<file path="src/rtl/sbsram_pkg.sv">
// Shared types and helpers for the burst SRAM control front-end.
// Assumes the burst counter is two bits wide (bursts of four words).
package sbsram_pkg;

    typedef enum logic [1:0] {
        CMD_HOLD  = 2'd0,
        CMD_LOAD  = 2'd1,
        CMD_STEP  = 2'd2,
        CMD_DESEL = 2'd3
    } cmd_e;

    // Low address bits for burst position cnt from start offset off.
    function automatic logic [1:0] burst_low(input logic [1:0] off,
                                             input logic [1:0] cnt,
                                             input bit         ilv);
        return ilv ? (off ^ cnt) : (off + cnt);
    endfunction

endpackage

</file>
<file path="src/rtl/sbsram_cmd.sv">
// Per-edge command decode from chip enables, strobes and advance.
// Assumes all inputs are sampled by the caller on the same rising edge.
module sbsram_cmd
    import sbsram_pkg::*;
(
    input  logic ce1_n,
    input  logic ce2,
    input  logic ce3_n,
    input  logic adsp_n,
    input  logic adsc_n,
    input  logic adv_n,
    output cmd_e cmd
);
    logic sel;
    logic strobe;

    // Processor strobe counts only while ce1_n is low.
    always_comb begin
        sel    = !ce1_n && ce2 && !ce3_n;
        strobe = (!adsp_n && !ce1_n) || !adsc_n;
    end

    // Priority: strobe (load or deselect), then advance, then hold.
    always_comb begin
        if (strobe)      cmd = sel ? CMD_LOAD : CMD_DESEL;
        else if (!adv_n) cmd = CMD_STEP;
        else             cmd = CMD_HOLD;
    end
endmodule

</file>
<file path="src/rtl/sbsram_addr.sv">
// Held address register with a 2-bit burst counter on the low bits.
// Provides the current address and the address in effect after this edge.
// Assumes AW >= 3.
module sbsram_addr
    import sbsram_pkg::*;
#(
    parameter int AW         = 18,
    parameter bit INTERLEAVE = 1'b0
) (
    input  logic          clk,
    input  logic          rst_n,
    input  cmd_e          cmd,
    input  logic [AW-1:0] addr_in,
    output logic [AW-1:0] addr_q,
    output logic [AW-1:0] addr_nx
);
    localparam int HW = AW - 2;

    logic [HW-1:0] hi_q, hi_d;
    logic [1:0]    off_q, off_d;
    logic [1:0]    cnt_q, cnt_d;

    // Next-state for upper bits, start offset and burst position.
    always_comb begin
        hi_d  = hi_q;
        off_d = off_q;
        cnt_d = cnt_q;
        case (cmd)
            CMD_LOAD: begin
                hi_d  = addr_in[AW-1:2];
                off_d = addr_in[1:0];
                cnt_d = 2'd0;
            end
            CMD_STEP: cnt_d = cnt_q + 2'd1;
            default: ;
        endcase
    end

    // Address register update.
    always_ff @(posedge clk) begin
        if (!rst_n) begin
            hi_q  <= '0;
            off_q <= '0;
            cnt_q <= '0;
        end else begin
            hi_q  <= hi_d;
            off_q <= off_d;
            cnt_q <= cnt_d;
        end
    end

    // Compose the current and next addresses from the counter order.
    always_comb begin
        addr_q  = {hi_q, burst_low(off_q, cnt_q, INTERLEAVE)};
        addr_nx = {hi_d, burst_low(off_d, cnt_d, INTERLEAVE)};
    end
endmodule

</file>
<file path="src/rtl/sbsram_wdec.sv">
// Write-enable decode: global write overrides per-lane selects,
// per-lane selects need the byte-write enable. Gated by en.
module sbsram_wdec #(
    parameter int NB = 4
) (
    input  logic          en,
    input  logic          gw_n,
    input  logic          bwe_n,
    input  logic [NB-1:0] bw_n,
    output logic [NB-1:0] be
);
    for (genvar i = 0; i < NB; i++) begin : g_lane
        // One lane's strobe.
        always_comb be[i] = en && (!gw_n || (!bwe_n && !bw_n[i]));
    end
endmodule

</file>
<file path="src/rtl/sbsram_array.sv">
// Byte-lane memory with a registered read port.
// Assumes DW is a multiple of NB; depth is 2**MAW words.
module sbsram_array #(
    parameter int DW  = 32,
    parameter int NB  = 4,
    parameter int MAW = 6
) (
    input  logic           clk,
    input  logic           rst_n,
    input  logic [NB-1:0]  we,
    input  logic [MAW-1:0] waddr,
    input  logic [DW-1:0]  wdata,
    input  logic [MAW-1:0] raddr,
    output logic [DW-1:0]  rdata_q
);
    localparam int LW    = DW / NB;
    localparam int DEPTH = 1 << MAW;

    for (genvar i = 0; i < NB; i++) begin : g_lane
        logic [LW-1:0] mem [DEPTH];

        // Lane write.
        always_ff @(posedge clk) begin
            if (we[i]) mem[waddr] <= wdata[i*LW +: LW];
        end

        // Lane output register.
        always_ff @(posedge clk) begin
            if (!rst_n) rdata_q[i*LW +: LW] <= '0;
            else        rdata_q[i*LW +: LW] <= mem[raddr];
        end
    end
endmodule

</file>
<file path="src/rtl/sbsram_ctrl.sv">
// Top of the burst SRAM control front-end. Decodes the per-edge
// command, keeps the active state, tracks the read pipeline and
// produces write strobes, burst address and bus driver enable.
// Assumes MAW <= AW; upper address bits above MAW are not stored.
module sbsram_ctrl
    import sbsram_pkg::*;
#(
    parameter int AW         = 18,
    parameter int MAW        = 6,
    parameter int DW         = 32,
    parameter int NB         = 4,
    parameter bit INTERLEAVE = 1'b0
) (
    input  logic          clk,
    input  logic          rst_n,
    input  logic          ce1_n,
    input  logic          ce2,
    input  logic          ce3_n,
    input  logic          adsp_n,
    input  logic          adsc_n,
    input  logic          adv_n,
    input  logic [AW-1:0] addr,
    input  logic          gw_n,
    input  logic          bwe_n,
    input  logic [NB-1:0] bw_n,
    input  logic          oe_n,
    input  logic [DW-1:0] dq_in,
    output logic [DW-1:0] dq_out,
    output logic          dq_oe,
    output logic [NB-1:0] wr_be,
    output logic [AW-1:0] burst_addr
);
    cmd_e          cmd;
    logic          active_q, active_d;
    logic          rd_q, drv_q;
    logic          wr_now;
    logic [AW-1:0] addr_q, addr_nx;

    sbsram_cmd u_cmd (
        .ce1_n (ce1_n),
        .ce2   (ce2),
        .ce3_n (ce3_n),
        .adsp_n(adsp_n),
        .adsc_n(adsc_n),
        .adv_n (adv_n),
        .cmd   (cmd)
    );

    sbsram_addr #(.AW(AW), .INTERLEAVE(INTERLEAVE)) u_addr (
        .clk    (clk),
        .rst_n  (rst_n),
        .cmd    (cmd),
        .addr_in(addr),
        .addr_q (addr_q),
        .addr_nx(addr_nx)
    );

    // Device is active for this cycle after a load or while not deselected.
    always_comb active_d = (cmd == CMD_LOAD) || (active_q && (cmd != CMD_DESEL));

    sbsram_wdec #(.NB(NB)) u_wdec (
        .en   (active_d),
        .gw_n (gw_n),
        .bwe_n(bwe_n),
        .bw_n (bw_n),
        .be   (wr_be)
    );

    always_comb wr_now = |wr_be;

    sbsram_array #(.DW(DW), .NB(NB), .MAW(MAW)) u_array (
        .clk    (clk),
        .rst_n  (rst_n),
        .we     (wr_be),
        .waddr  (addr_nx[MAW-1:0]),
        .wdata  (dq_in),
        .raddr  (addr_q[MAW-1:0]),
        .rdata_q(dq_out)
    );

    // Active state and two-stage read pipeline (issue, then drive).
    always_ff @(posedge clk) begin
        if (!rst_n) begin
            active_q <= 1'b0;
            rd_q     <= 1'b0;
            drv_q    <= 1'b0;
        end else begin
            active_q <= active_d;
            rd_q     <= active_d && !wr_now;
            drv_q    <= rd_q;
        end
    end

    // Drivers: asynchronous enable, pipeline valid, never during a write.
    always_comb dq_oe = !oe_n && drv_q && !wr_now;

    always_comb burst_addr = addr_q;
endmodule

</file>
<file path="config.mk">
export PLATFORM = sky130hd
export DESIGN_NAME = sbsram_ctrl
export DESIGN_NICKNAME = d
export VERILOG_FILES = /design/src/rtl/sbsram_pkg.sv /design/src/rtl/sbsram_cmd.sv /design/src/rtl/sbsram_addr.sv /design/src/rtl/sbsram_wdec.sv /design/src/rtl/sbsram_array.sv /design/src/rtl/sbsram_ctrl.sv
export SDC_FILE = /design/constraint.sdc
export NUM_CORES = 2
export LEC_CHECK = 0
export ABC_AREA = 1
export CAP_MARGIN = 20
export CORE_MARGIN = 2
export CORE_UTILIZATION = 25
export DETAILED_ROUTE_END_ITERATION = 7
export DONT_BUFFER_PORTS = 1
export GPL_ROUTABILITY_DRIVEN = 0
export MAX_ROUTING_LAYER = met4
export SETUP_SLACK_MARGIN = 0.5
export SYNTH_ARGS = -nofsm -noshare
export SYNTH_HDL_FRONTEND = slang
export SYNTH_SLANG_ARGS = --single-unit
</file>
<file path="constraint.sdc">
create_clock -name clk -period 4.7 [get_ports clk]
set_input_delay 0.94 -clock clk [delete_from_list [all_inputs] [get_ports clk]]
set_output_delay 0.94 -clock clk [all_outputs]
set_load 0.02 [all_outputs]
</file>
==> impl_results.rst <==
.. list-table::
   :header-rows: 1

   * - Metric
     - Value
   * - Headroom to the max-slew limit
     - 0.284
   * - Die X
     - around 600 um
   * - Number of DRC violations after detailed-routing iteration 0
     - 6882
   * - Total clock sinks
     - ~2100
   * - Post-detailed-route DRC marker count
     - 0
   * - Sequential power share
     - 0.504
   * - Critical path class
     - input port to output port
   * - Combinational family with the most area after synthesis
     - simple AND/OR/NAND/NOR gates
   * - Clock tree from TritonCTS
     - done
   * - Upper clock frequency limit
     - 246 MHz
   * - Leakage
     - about 0.034 uW
   * - Via count of the first global-routing pass
     - 58100
   * - Mean Syn Cell Area
     - 11.7 um^2
   * - Synth Flop Type
     - sky130_fd_sc_hd__edfxtp_1
   * - Die Ht
     - 597 um
   * - Final setup margin
     - approximately 0.64 ns
   * - Number of resized instances in the post-cts repair step
     - 2
   * - Post-detailed-route wirelength per cell
     - 21.9 um
   * - Combinational Power Share
     - 0.074
   * - Slew of the pin with the lowest slew margin
     - approximately 1.1 ns
   * - Sum of internal, switching and leakage power
     - 41200 uW
   * - Number of hold buffers added after cts
     - 0
   * - Clock period minus final worst setup slack
     - 4.06 ns
   * - Leading cell types by total area after synthesis
     - sky130_fd_sc_hd__edfxtp_1, sky130_fd_sc_hd__nand2_1, sky130_fd_sc_hd__nand3_1
   * - Number of levels in the clock H-tree
     - 4
   * - Total of buffers placed on input and output ports
     - 0
   * - Final setup viols
     - 0
   * - Total wire length
     - between 200 and 300 mm
   * - Mux contribution to synthesized area
     - 0.0146
   * - Setup repair after global routing missed its margin
     - false
   * - I/O pin count
     - 120
   * - Leading cell types by count after synthesis
     - sky130_fd_sc_hd__edfxtp_1, sky130_fd_sc_hd__nand2_1, sky130_fd_sc_hd__nand3_1, sky130_fd_sc_hd__nor2_1, sky130_fd_sc_hd__clkbuf_1
   * - Starting density of the core
     - 0.251
   * - Clock-pin slew of the registers on the worst-case setup and hold paths
     - 0.06 ns
   * - Crit. End Element
     - output port
   * - Final Max Tran Viols
     - 0
   * - Count of distinct cell types in the synthesized netlist
     - 29
   * - Data required time at the worst endpoint
     - 3.76 ns
   * - Proportion of total power due to net switching
     - 0.232
   * - Simple-gate area share of the yosys netlist
     - 0.201
   * - Routed via count divided by cell count
     - about 4.8
   * - Pin count of the biggest net entering global routing
     - 170
   * - Post-route clock period utilization
     - 0.864
   * - Power Internal
     - 31600 uW
   * - CP max FO
     - 21
   * - Fillers
     - 35100
   * - Total routing resource utilization after global routing
     - 0.151
   * - Type of the worst min-delay path
     - input port to flip-flop
   * - Area share of the largest cell type after synthesis
     - 0.700
   * - Vias
     - 59200
   * - Root buffer cell
     - sky130_fd_sc_hd__clkbuf_16
   * - Number of buffers inserted by post-CTS setup repair
     - 0
   * - Number of hold violations in the final report
     - 0
   * - Net switching power figure
     - ~9500 uW
   * - Netlist Area Pre-Place
     - 87800 um^2
   * - Core area
     - 349000 um^2
   * - CP Data Arrival Time
     - 3.12 ns
   * - Remaining Overflow, GRT
     - 0
   * - Number of instances in the synthesized netlist
     - 7496
   * - Share of synthesized registers carrying an async set or reset
     - 0
   * - Net total in the final layout
     - 7603
   * - Number of nets with antenna violations after detailed routing
     - 0
   * - Synth Net Count
     - 7563
   * - Worst skew pair latency
     - 0.94 ns
   * - Fin Clk Skew
     - 0.160 ns
   * - Post-synthesis xor/xnor area fraction
     - 0
   * - Layout cell share with drive strength beyond 1
     - 0.101
   * - Share of synthesized cell area in full adder, half adder and majority cells
     - 0.000285
   * - Longest Clk Path Bufs
     - 4
   * - Antenna violations before repair
     - 17
   * - Inserted Clock Buffers
     - 218
   * - Fraction of the yosys area taken by sequential cells
     - 0.713
   * - Die area
     - approximately 360000 um^2
   * - Count of flip-flops with a built-in enable after synthesis
     - 2048
   * - Hpwl dp
     - 162 mm
   * - Critical path launch point type
     - input port
   * - Cell type contributing the most total cell area after synthesis
     - sky130_fd_sc_hd__edfxtp_1
   * - Number of standard-cell rows in the floorplan
     - ~220
   * - Power density of the placed cells
     - 405 nW/um^2
   * - First drt pass iteration count
     - 7
   * - Max-cap check violation count
     - 0
   * - Worst-case vdd ir drop
     - 0.000304 V
   * - Synth warnings
     - 0
   * - Synthesis-stage register bit count
     - 2103
   * - TNS Setup
     - 0 ns
   * - Layout-stage area growth over the synthesis result
     - 15.9%
   * - Cell with the most instances after synthesis
     - sky130_fd_sc_hd__edfxtp_1
   * - Share of power burned in the clock network
     - 0.422
   * - Outcome
     - finished clean
   * - Wire length of the first global-routing pass
     - roughly 390 mm
   * - Worst slack after detailed placement
     - 0.279 ns
   * - Complex-gate fraction of the synthesized area
     - 0.0415
## metrics by stage
| stage | cells | hold WS [ns] | utilization | area (um^2) |
|---|---|---|---|---|
| 2_1_floorplan | 7496 | 0.390 | - | 87800 |
| 6_report | 12400 | 0.187 | 0.291 | 102000 |
| 3_5_place_dp | 11900 | 0.540 | 0.270 | 94500 |
| 5_1_grt | 12400 | 0.130 | 0.291 | 102000 |
| 3_3_place_gp | 11900 | 0.553 | 0.270 | 94500 |
| 4_1_cts | 12300 | 0.0985 | 0.291 | 102000 |
## layer usage
metal	track usage	share of wire	up-vias
li1	-	-	26600
met1	0.185	0.39	29300
met2	0.245	0.47	2825
met3	0.0257	0.084	548
met4	0.0672	0.049	0
met5	-	0	-
## power groups by stage
stage                     sequential, uW  combinational, uW  clock, uW
after floorplan                    21100               1960          0
after global placement             21100               2990          0
after detailed placement           21100               3010          0
after CTS                          20700               3020      17700
after global routing               20700               3310      18300
final                              20700               3040      17400
## path summary, 6_finish.rpt
kind | start | end | slack (ns) | cells after the start
hold / removal | dq_in[2] | u_array.g_lane[0].mem[15][2]$_DFFE_PP_ | 0.19 | 0
hold reg to reg | u_addr.cnt_q[0]$_SDFF_PN0_ | u_addr.cnt_q[0]$_SDFF_PN0_ | 0.58 | 2
setup / recovery | ce1_n | dq_oe | 0.64 | 8
setup reg to reg | u_addr.cnt_q[0]$_SDFF_PN0_ | u_array.rdata_q[15]$_SDFF_PN0_ | 1.05 | 12
## cells by family after synthesis
| kind of cell | count (synthesis) |
|---|---|
| muxes | 128 |
| AOI/OAI and AO/OA | 566 |
| and+or+nand+nor | 4055 |
| DFF | 2103 |
| buffers and inverters | 642 |
| adders and majority gates | 2 |
## critical path, stage by stage
cell and delay (ns):
sky130_fd_sc_hd__o21ai_2 0.06, sky130_fd_sc_hd__nand3_2 0.15, sky130_fd_sc_hd__buf_4 0.37, sky130_fd_sc_hd__nand2_1 0.34, sky130_fd_sc_hd__nand2_4 0.35, sky130_fd_sc_hd__nand4_1 0.41, sky130_fd_sc_hd__nor3b_1 0.31, sky130_fd_sc_hd__buf_4 0.18
## cell usage in the layout, fill, tap and decap left out, drive strengths merged, types with 92 or more instances in the layout
master / n
edfxtp: 2048
buf: 353
nand4: 101
nand3: 1196
nand2: 1733
and2: 128
nor2: 702
clkinv: 92
a21boi: 320
o21ai: 245
clkbuf: 265
mux2i: 128
inv: 108
nor3: 129
## area by class of cell
cell class / count / area (um^2) / share of cell area
diodes: 47 / 118 / 0.00116
flip-flops and latches: 2103 / 62600 / 0.615
multi-input cells: 4751 / 22700 / 0.223
clock inverters: 132 / 1470 / 0.0144
inverters: 105 / 420 / 0.00413
clock buffers: 261 / 5680 / 0.0558
repair buffers: 357 / 3050 / 0.0299
well taps: 4599 / 5750 / 0.0565
## state kept, by name, indices dropped and copies added (netlist names)
| register | count |
|---|---|
| u_addr.hi_q | 16 |
| u_array.g_lane.mem | 2048 |
| u_array.rdata_q | 32 |
| active_q | 1 |
| u_addr.off_q | 2 |
| drv_q | 1 |
| rd_q | 1 |
| u_addr.cnt_q | 2 |
No activity file was read; power rests on OpenSTA's default activity.
